--- src/rtl/lin_scan_pkg.sv ---
package lin_scan_pkg;

  typedef enum logic [1:0] {
    S_LOAD = 2'd0,
    S_LEAD = 2'd1,
    S_RUN  = 2'd2,
    S_WAIT = 2'd3
  } scanStateT;

  typedef struct packed {
    logic clkHigh;
    logic startHigh;
    logic convert;
    logic flush;
  } scanStrobeT;

endpackage

--- src/rtl/lin_scan_clamp.sv ---
module lin_scan_clamp #(
  parameter int NUM_PIX  = 64,
  parameter int DIV_W    = 16,
  parameter int INT_W    = 24,
  parameter int MIN_HALF = 10,
  parameter int MAX_HALF = 10000,
  parameter int MAX_INT  = 10000000
) (
  input  logic [DIV_W-1:0] reqHalf,
  input  logic [INT_W-1:0] reqInt,
  output logic [DIV_W-1:0] halfEff,
  output logic [INT_W-1:0] intEff,
  output logic             clampHit
);
  localparam int PW = INT_W + DIV_W + 8;

  logic [PW-1:0] minInt;
  logic          halfLow, halfHigh, intLow, intHigh;

  always_comb begin
    halfLow  = reqHalf < DIV_W'(MIN_HALF);
    halfHigh = reqHalf > DIV_W'(MAX_HALF);
    if (halfLow)       halfEff = DIV_W'(MIN_HALF);
    else if (halfHigh) halfEff = DIV_W'(MAX_HALF);
    else               halfEff = reqHalf;
    // frame of 65 edges plus one idle period before the next capture
    minInt  = PW'(NUM_PIX + 2) * PW'(halfEff) * PW'(2);
    intLow  = PW'(reqInt) < minInt;
    intHigh = reqInt > INT_W'(MAX_INT);
    if (intLow)       intEff = INT_W'(minInt);
    else if (intHigh) intEff = INT_W'(MAX_INT);
    else              intEff = reqInt;
    clampHit = halfLow | halfHigh | intLow | intHigh;
  end
endmodule

--- src/rtl/lin_scan_ctrl.sv ---
module lin_scan_ctrl
  import lin_scan_pkg::*;
#(
  parameter int NUM_PIX  = 64,
  parameter int IDX_W    = 6,
  parameter int DIV_W    = 16,
  parameter int INT_W    = 24,
  parameter int MIN_HALF = 10,
  parameter int MAX_HALF = 10000,
  parameter int SETTLE   = 19
) (
  input  logic             clk,
  input  logic             rstN,
  input  logic [DIV_W-1:0] halfEff,
  input  logic [INT_W-1:0] intEff,
  input  logic             clampHit,
  output scanStrobeT       strb,
  output logic [IDX_W-1:0] pixIdx,
  output logic             cfgErr
);
  scanStateT          state;
  logic [DIV_W-1:0]   halfQ;
  logic [INT_W-1:0]   intQ;
  logic [DIV_W:0]     phCnt;
  logic [DIV_W:0]     periodLen;
  logic [IDX_W:0]     edgeCnt;
  logic [INT_W-1:0]   tCnt;
  logic [INT_W-1:0]   loadAt;
  logic               flushQ;
  logic               inHigh;

  assign periodLen = {halfQ, 1'b0};
  assign loadAt    = intQ - INT_W'(halfQ) - INT_W'(2);
  assign inHigh    = phCnt < {1'b0, halfQ};

  always_ff @(posedge clk) begin
    if (!rstN) begin
      state   <= S_LOAD;
      halfQ   <= DIV_W'(MIN_HALF);
      intQ    <= '0;
      phCnt   <= '0;
      edgeCnt <= '0;
      tCnt    <= '0;
      flushQ  <= 1'b1;
      cfgErr  <= 1'b0;
    end else begin
      unique case (state)
        S_LOAD: begin
          halfQ <= halfEff;
          intQ  <= intEff;
          if (clampHit) cfgErr <= 1'b1;
          phCnt <= '0;
          tCnt  <= tCnt + 1'b1;
          state <= S_LEAD;
        end
        S_LEAD: begin
          if (phCnt == {1'b0, halfQ} - 1'b1) begin
            phCnt   <= '0;
            edgeCnt <= '0;
            tCnt    <= '0;
            state   <= S_RUN;
          end else begin
            phCnt <= phCnt + 1'b1;
            tCnt  <= tCnt + 1'b1;
          end
        end
        S_RUN: begin
          tCnt <= tCnt + 1'b1;
          if (phCnt == periodLen - 1'b1) begin
            phCnt <= '0;
            if (edgeCnt == (IDX_W+1)'(NUM_PIX)) begin
              state  <= S_WAIT;
              flushQ <= 1'b0;
            end else begin
              edgeCnt <= edgeCnt + 1'b1;
            end
          end else begin
            phCnt <= phCnt + 1'b1;
          end
        end
        S_WAIT: begin
          tCnt <= tCnt + 1'b1;
          if (tCnt >= loadAt) state <= S_LOAD;
        end
        default: state <= S_LOAD;
      endcase
    end
  end

  always_comb begin
    strb.clkHigh   = (state == S_RUN) && inHigh;
    strb.startHigh = (state == S_LEAD) ||
                     ((state == S_RUN) && (edgeCnt == '0) && inHigh);
    strb.convert   = (state == S_RUN) && (edgeCnt < (IDX_W+1)'(NUM_PIX)) &&
                     (phCnt == (DIV_W+1)'(SETTLE));
    strb.flush     = flushQ;
    pixIdx         = edgeCnt[IDX_W-1:0];
  end

  // the edge counter never passes the terminating edge
  a_r2_edge_bound: assert property (@(posedge clk) disable iff (!rstN)
    edgeCnt <= (IDX_W+1)'(NUM_PIX));

  // the latched half period always lies in the legal range
  a_r6_half_range: assert property (@(posedge clk) disable iff (!rstN)
    (halfQ >= DIV_W'(MIN_HALF)) && (halfQ <= DIV_W'(MAX_HALF)));

  // the error flag never clears without reset
  a_r6_err_sticky: assert property (@(posedge clk) disable iff (!rstN)
    cfgErr |=> cfgErr);
endmodule

--- src/rtl/lin_scan_dpath.sv ---
module lin_scan_dpath
  import lin_scan_pkg::*;
#(
  parameter int NUM_PIX = 64,
  parameter int IDX_W   = 6,
  parameter int ADC_W   = 12
) (
  input  logic             clk,
  input  logic             rstN,
  input  scanStrobeT       strb,
  input  logic [IDX_W-1:0] pixIdxIn,
  input  logic             adcDone,
  input  logic [ADC_W-1:0] adcData,
  output logic             senClk,
  output logic             senStart,
  output logic             adcConvert,
  output logic             pixValid,
  output logic [IDX_W-1:0] pixIndex,
  output logic             pixLast,
  output logic [ADC_W-1:0] pixData
);
  logic             pendBusy;
  logic             pendFlush;
  logic [IDX_W-1:0] pendIdx;
  logic             accept;

  assign accept = adcDone && pendBusy;

  always_ff @(posedge clk) begin
    if (!rstN) begin
      senClk     <= 1'b0;
      senStart   <= 1'b0;
      adcConvert <= 1'b0;
      pendBusy   <= 1'b0;
      pendFlush  <= 1'b0;
      pendIdx    <= '0;
      pixValid   <= 1'b0;
      pixIndex   <= '0;
      pixLast    <= 1'b0;
      pixData    <= '0;
    end else begin
      senClk     <= strb.clkHigh;
      senStart   <= strb.startHigh;
      adcConvert <= strb.convert;
      if (strb.convert) begin
        pendBusy  <= 1'b1;
        pendIdx   <= pixIdxIn;
        pendFlush <= strb.flush;
      end else if (accept) begin
        pendBusy <= 1'b0;
      end
      pixValid <= accept && !pendFlush;
      pixLast  <= accept && !pendFlush && (pendIdx == IDX_W'(NUM_PIX - 1));
      if (accept) begin
        pixIndex <= pendIdx;
        pixData  <= adcData;
      end
    end
  end

  // a start pulse is never raised while the sensor clock is high
  a_r3_start_clk_low: assert property (@(posedge clk) disable iff (!rstN)
    $rose(senStart) |-> !senClk);

  // each conversion request lasts a single cycle
  a_r5_conv_single: assert property (@(posedge clk) disable iff (!rstN)
    adcConvert |=> !adcConvert);

  // input rule, a result only arrives for an open request
  a_r8_done_pending: assert property (@(posedge clk) disable iff (!rstN)
    adcDone |-> pendBusy);

  // the end-of-line flag only rides on the final valid pixel
  a_r8_last_valid: assert property (@(posedge clk) disable iff (!rstN)
    pixLast |-> (pixValid && (pixIndex == IDX_W'(NUM_PIX - 1))));
endmodule

--- src/rtl/lin_scan_readout.sv ---
module lin_scan_readout
  import lin_scan_pkg::*;
#(
  parameter int NUM_PIX  = 64,
  parameter int IDX_W    = $clog2(NUM_PIX),
  parameter int ADC_W    = 12,
  parameter int DIV_W    = 16,
  parameter int INT_W    = 24,
  parameter int MIN_HALF = 10,
  parameter int MAX_HALF = 10000,
  parameter int MAX_INT  = 10000000,
  parameter int SETTLE   = 19
) (
  input  logic             clk,
  input  logic             rstN,
  input  logic [DIV_W-1:0] cfgHalfDiv,
  input  logic [INT_W-1:0] cfgIntPeriod,
  input  logic             adcDone,
  input  logic [ADC_W-1:0] adcData,
  output logic             senClk,
  output logic             senStart,
  output logic             adcConvert,
  output logic             pixValid,
  output logic [IDX_W-1:0] pixIndex,
  output logic             pixLast,
  output logic [ADC_W-1:0] pixData,
  output logic             cfgErr
);
  logic [DIV_W-1:0] halfEff;
  logic [INT_W-1:0] intEff;
  logic             clampHit;
  scanStrobeT       strb;
  logic [IDX_W-1:0] pixIdx;

  lin_scan_clamp #(
    .NUM_PIX(NUM_PIX), .DIV_W(DIV_W), .INT_W(INT_W),
    .MIN_HALF(MIN_HALF), .MAX_HALF(MAX_HALF), .MAX_INT(MAX_INT)
  ) uClamp (
    .reqHalf(cfgHalfDiv), .reqInt(cfgIntPeriod),
    .halfEff(halfEff), .intEff(intEff), .clampHit(clampHit)
  );

  lin_scan_ctrl #(
    .NUM_PIX(NUM_PIX), .IDX_W(IDX_W), .DIV_W(DIV_W), .INT_W(INT_W),
    .MIN_HALF(MIN_HALF), .MAX_HALF(MAX_HALF), .SETTLE(SETTLE)
  ) uCtrl (
    .clk(clk), .rstN(rstN), .halfEff(halfEff), .intEff(intEff),
    .clampHit(clampHit), .strb(strb), .pixIdx(pixIdx), .cfgErr(cfgErr)
  );

  lin_scan_dpath #(
    .NUM_PIX(NUM_PIX), .IDX_W(IDX_W), .ADC_W(ADC_W)
  ) uDpath (
    .clk(clk), .rstN(rstN), .strb(strb), .pixIdxIn(pixIdx),
    .adcDone(adcDone), .adcData(adcData),
    .senClk(senClk), .senStart(senStart), .adcConvert(adcConvert),
    .pixValid(pixValid), .pixIndex(pixIndex), .pixLast(pixLast),
    .pixData(pixData)
  );
endmodule

--- config.mk ---
export PLATFORM = sky130hd
export DESIGN_NAME = lin_scan_readout
export DESIGN_NICKNAME = d
export VERILOG_FILES = /design/src/rtl/lin_scan_pkg.sv /design/src/rtl/lin_scan_clamp.sv /design/src/rtl/lin_scan_ctrl.sv /design/src/rtl/lin_scan_dpath.sv /design/src/rtl/lin_scan_readout.sv
export SDC_FILE = /design/constraint.sdc
export NUM_CORES = 1
export LEC_CHECK = 0
export BUFFER_PORTS_ARGS = -buffer_cell sky130_fd_sc_hd__buf_2
export CORE_UTILIZATION = 30
export CTS_BUF_LIST = sky130_fd_sc_hd__clkbuf_4
export CTS_CLUSTER_SIZE = 16
export DETAILED_ROUTE_END_ITERATION = 6
export PLACE_DENSITY = 0.46
export REMOVE_ABC_BUFFERS = 1
export SYNTH_ARGS = -nofsm -noshare
export SYNTH_HDL_FRONTEND = slang
export SYNTH_SLANG_ARGS = --single-unit
--- constraint.sdc ---
create_clock -name clk -period 12.2 [get_ports clk]
set_input_delay 1.83 -clock clk [delete_from_list [all_inputs] [get_ports clk]]
set_output_delay 1.83 -clock clk [all_outputs]
set_load 0.02 [all_outputs]
==> run metrics <==
post-synthesis cell count about 1200; hold slack roughly 0.45 ns; Core Rows 65; Placeable Area roughly 32000 um2; full die area 33600 um2; CP bufs+invs 4; CTS Hold Bufs 0; final core utilization 0.340; worst r2r src uCtrl.halfQ[0]; Slew @ Worst Pin 0.995 ns; Placer Congestion around 0.82; clock skew approximately 0.033 ns; yosys warns 0; Area contributors post-synth dfxtp_1 25%, ha_1 17%, a21oi_1 4.7%; Post-synth ARST share 0; DRT Wirelength 26300 um; CTS Sinks between 100 and 150; Die Y 183 um; Critical Path RT ~13 ns; library cells used by synthesis between 70 and 80; max incr delay on CP 0.62 ns; Setup TNS 0 ns; Seq/Total Area, Yosys 0.250; Crit. End Element flop; worst hold path type reg -> reg; Max-slew headroom 0.335; dpl hpwl ~20000 um; cts repair resizes 0; max cap viols 0; synthesized area per cell ~8.0 um2; EDFF count, synth 0; most common cell after layout, fill and taps aside ha_1; Worst-Skew Late Latency around 0.57 ns; fmax between 100 and 150 MHz; Reg2Reg Setup Slack ~6.9 ns; global-route usage over all layers 0.162; Layout Cells excl Fill ~1700; critical path depth 28; status finished clean; Max VDD drop 75.9 uV; Top delay family on crit path simple AND/OR/NAND/NOR gates; largest net degree at the start of global routing 71; most frequent CP cell ha_1; total area of sequential cells 2460 um2; cell taking the most area after synthesis dfxtp_1; CP max FO 19; r2r worst-path depth 22; final setup violation count 0; Final Hold Fails 0; CP startpoint cfgHalfDiv[6]; first-pass GRT wire length about 43000 um; commonest non-fill, non-tap cells in the layout 133 x ha_1, 123 x dfxtp_1, 111 x nand2_1, 106 x inv_1, 93 x a21oi_1; Die W around 180 um; clk buf depth 2; DR vias/cell 4.93; Pleak approximately 4.7 nW; critical path capture point uCtrl.intQ[1]; 1st-pass router iterations 5; Crit Path Category in -> reg; initial DRC count between 300 and 400; initial antenna violation count 2; Main synth FF type dfxtp_1; P per Cell Area about 160 nW/um2; TritonCTS Buffers 17; layout cells sized above 1 0.113; Buffers on Ports 78; flops & latches, synth 123; reg2reg end uCtrl.state[1]; # Post-CTS Setup Buffers 0; top cell type's share of synthesized area 0.250; Antenna Nets Post-Route 0; initial core utilization 0.308; DR WL/cell roughly 15 um; Final period util 0.645; CTS HTree Levels 4; Layout fillers around 3400; multi-input logic area about 6800 um2; vias in the first global route between 8000 and 9000; CP startpoint kind input pin; Inst Count DP between 1500 and 2000; drt drc 0; RSZ-0062 raised after global routing no; clock slew at reported path FFs around 0.12 ns; synthesized cell area between 9000 and 10000 um2; Max Slew Vio Count 0; slowest CP cell a2111oi_0; GRT overflow 0; total number of vias between 8000 and 9000; area grow syn2layout 10.2%; Tmin final just under 8 ns; Layout Nets between 1000 and 1500; IO Pins 79; CTS tree built; Worst EP arrival between 8 and 9 ns; CTS Root Buffer Type clkbuf_4
-- cell families after synthesis --
kind of cell | share of synthesized area
compound gates | 0.172
simple gates | 0.232
buf+inv | 0.0664
fa+ha+maj | 0.174
xor+xnor | 0.0836
mux | 0.0212
other cells | 0.000762
flops | 0.250
-- power by group --
part / internal [mW] / switching [mW] / total, mW
Clock: 0.107 / 0.176 / 0.283
Combinational: 0.403 / 0.556 / 0.959
Sequential: 0.446 / 0.0611 / 0.507
Total: 0.956 / 0.793 / 1.75
-- area by class of cell --
class / count / area share
Tap cell: 435 / 0.0501
Antenna cell: 2 / 0.000461
Inverter: 107 / 0.0370
Clock inverter: 13 / 0.0111
Sequential cell: 123 / 0.227
Multi-Input combinational cell: 953 / 0.622
Clock buffer: 19 / 0.0131
Timing Repair Buffer: 83 / 0.0394
-- worst min path at each step --
stage / startpoint / endpoint / slack [ns] / cells past startpoint
finish: uDpath.pendIdx[3] / uDpath.pixIndex[3] / 0.45 / 2
global route: uDpath.pixData[3] / uDpath.pixData[3] / 0.48 / 2
CTS: uDpath.pendIdx[3] / uDpath.pixIndex[3] / 0.45 / 2
detailed placement: uDpath.pixData[8] / uDpath.pixData[8] / 0.44 / 2
global placement: uDpath.pixData[10] / uDpath.pixData[10] / 0.44 / 2
floorplan: uDpath.pendFlush / uDpath.pixValid / 0.41 / 1
-- flip-flops by register name, summed over array words and instances, names as in the netlist --
name,count
uCtrl.cfgErr,1
uDpath.pixData,12
uDpath.pixValid,1
uCtrl.state,2
uDpath.senClk,1
uDpath.senStart,1
uDpath.pixLast,1
uDpath.pendIdx,6
uCtrl.flushQ,1
uDpath.pendFlush,1
uDpath.pendBusy,1
uCtrl.halfQ,16
uDpath.pixIndex,6
uCtrl.phCnt,17
uDpath.adcConvert,1
uCtrl.tCnt,24
uCtrl.edgeCnt,7
uCtrl.intQ,24
-- metal layers --
metal  share of wire  up-vias  global-route usage
met5               0        -                   0
met1            0.53     3903               0.231
li1                -     4465                   -
met3           0.034       21              0.0246
met4           0.011        0              0.0403
met2            0.43      156               0.252
-- metrics by stage --
step / setup slack, ns / area, um2 / total power, mW
floorplan: 4.30 / 9610 / 1.24
global placement: 3.91 / 10600 / 1.47
detailed placement: 3.78 / 10600 / 1.48
CTS: 4.42 / 10900 / 1.77
global route: 3.86 / 10900 / 1.93
finish: 4.32 / 10900 / 1.75
-- worst reg2reg max path, delay by kind of cell, from the launching register on --
| family | cells | cell delay [ns] |
|---|---|---|
| flip-flops | 1 | 0.57 |
| multiplexers | 1 | 0.19 |
| adder cells (fa/ha/maj) | 4 | 1.09 |
| AO/OA/AOI/OAI | 12 | 2.60 |
| XOR/XNOR | 1 | 0.14 |
| AND/OR/NAND/NOR | 3 | 0.57 |
| buffers and inverters | 1 | 0.04 |
-- cell usage after synthesis, drive strengths merged (21+ instances only) --
cell    instances
xnor2          53
nand2         111
nand3          56
inv           106
nor3           23
a21o           23
nor4           27
xor2           41
ha            134
nor2           89
clkbuf         42
a21oi          93
and3           21
o21ai          69
dfxtp         123
No activity file was read; power rests on OpenSTA's default activity.
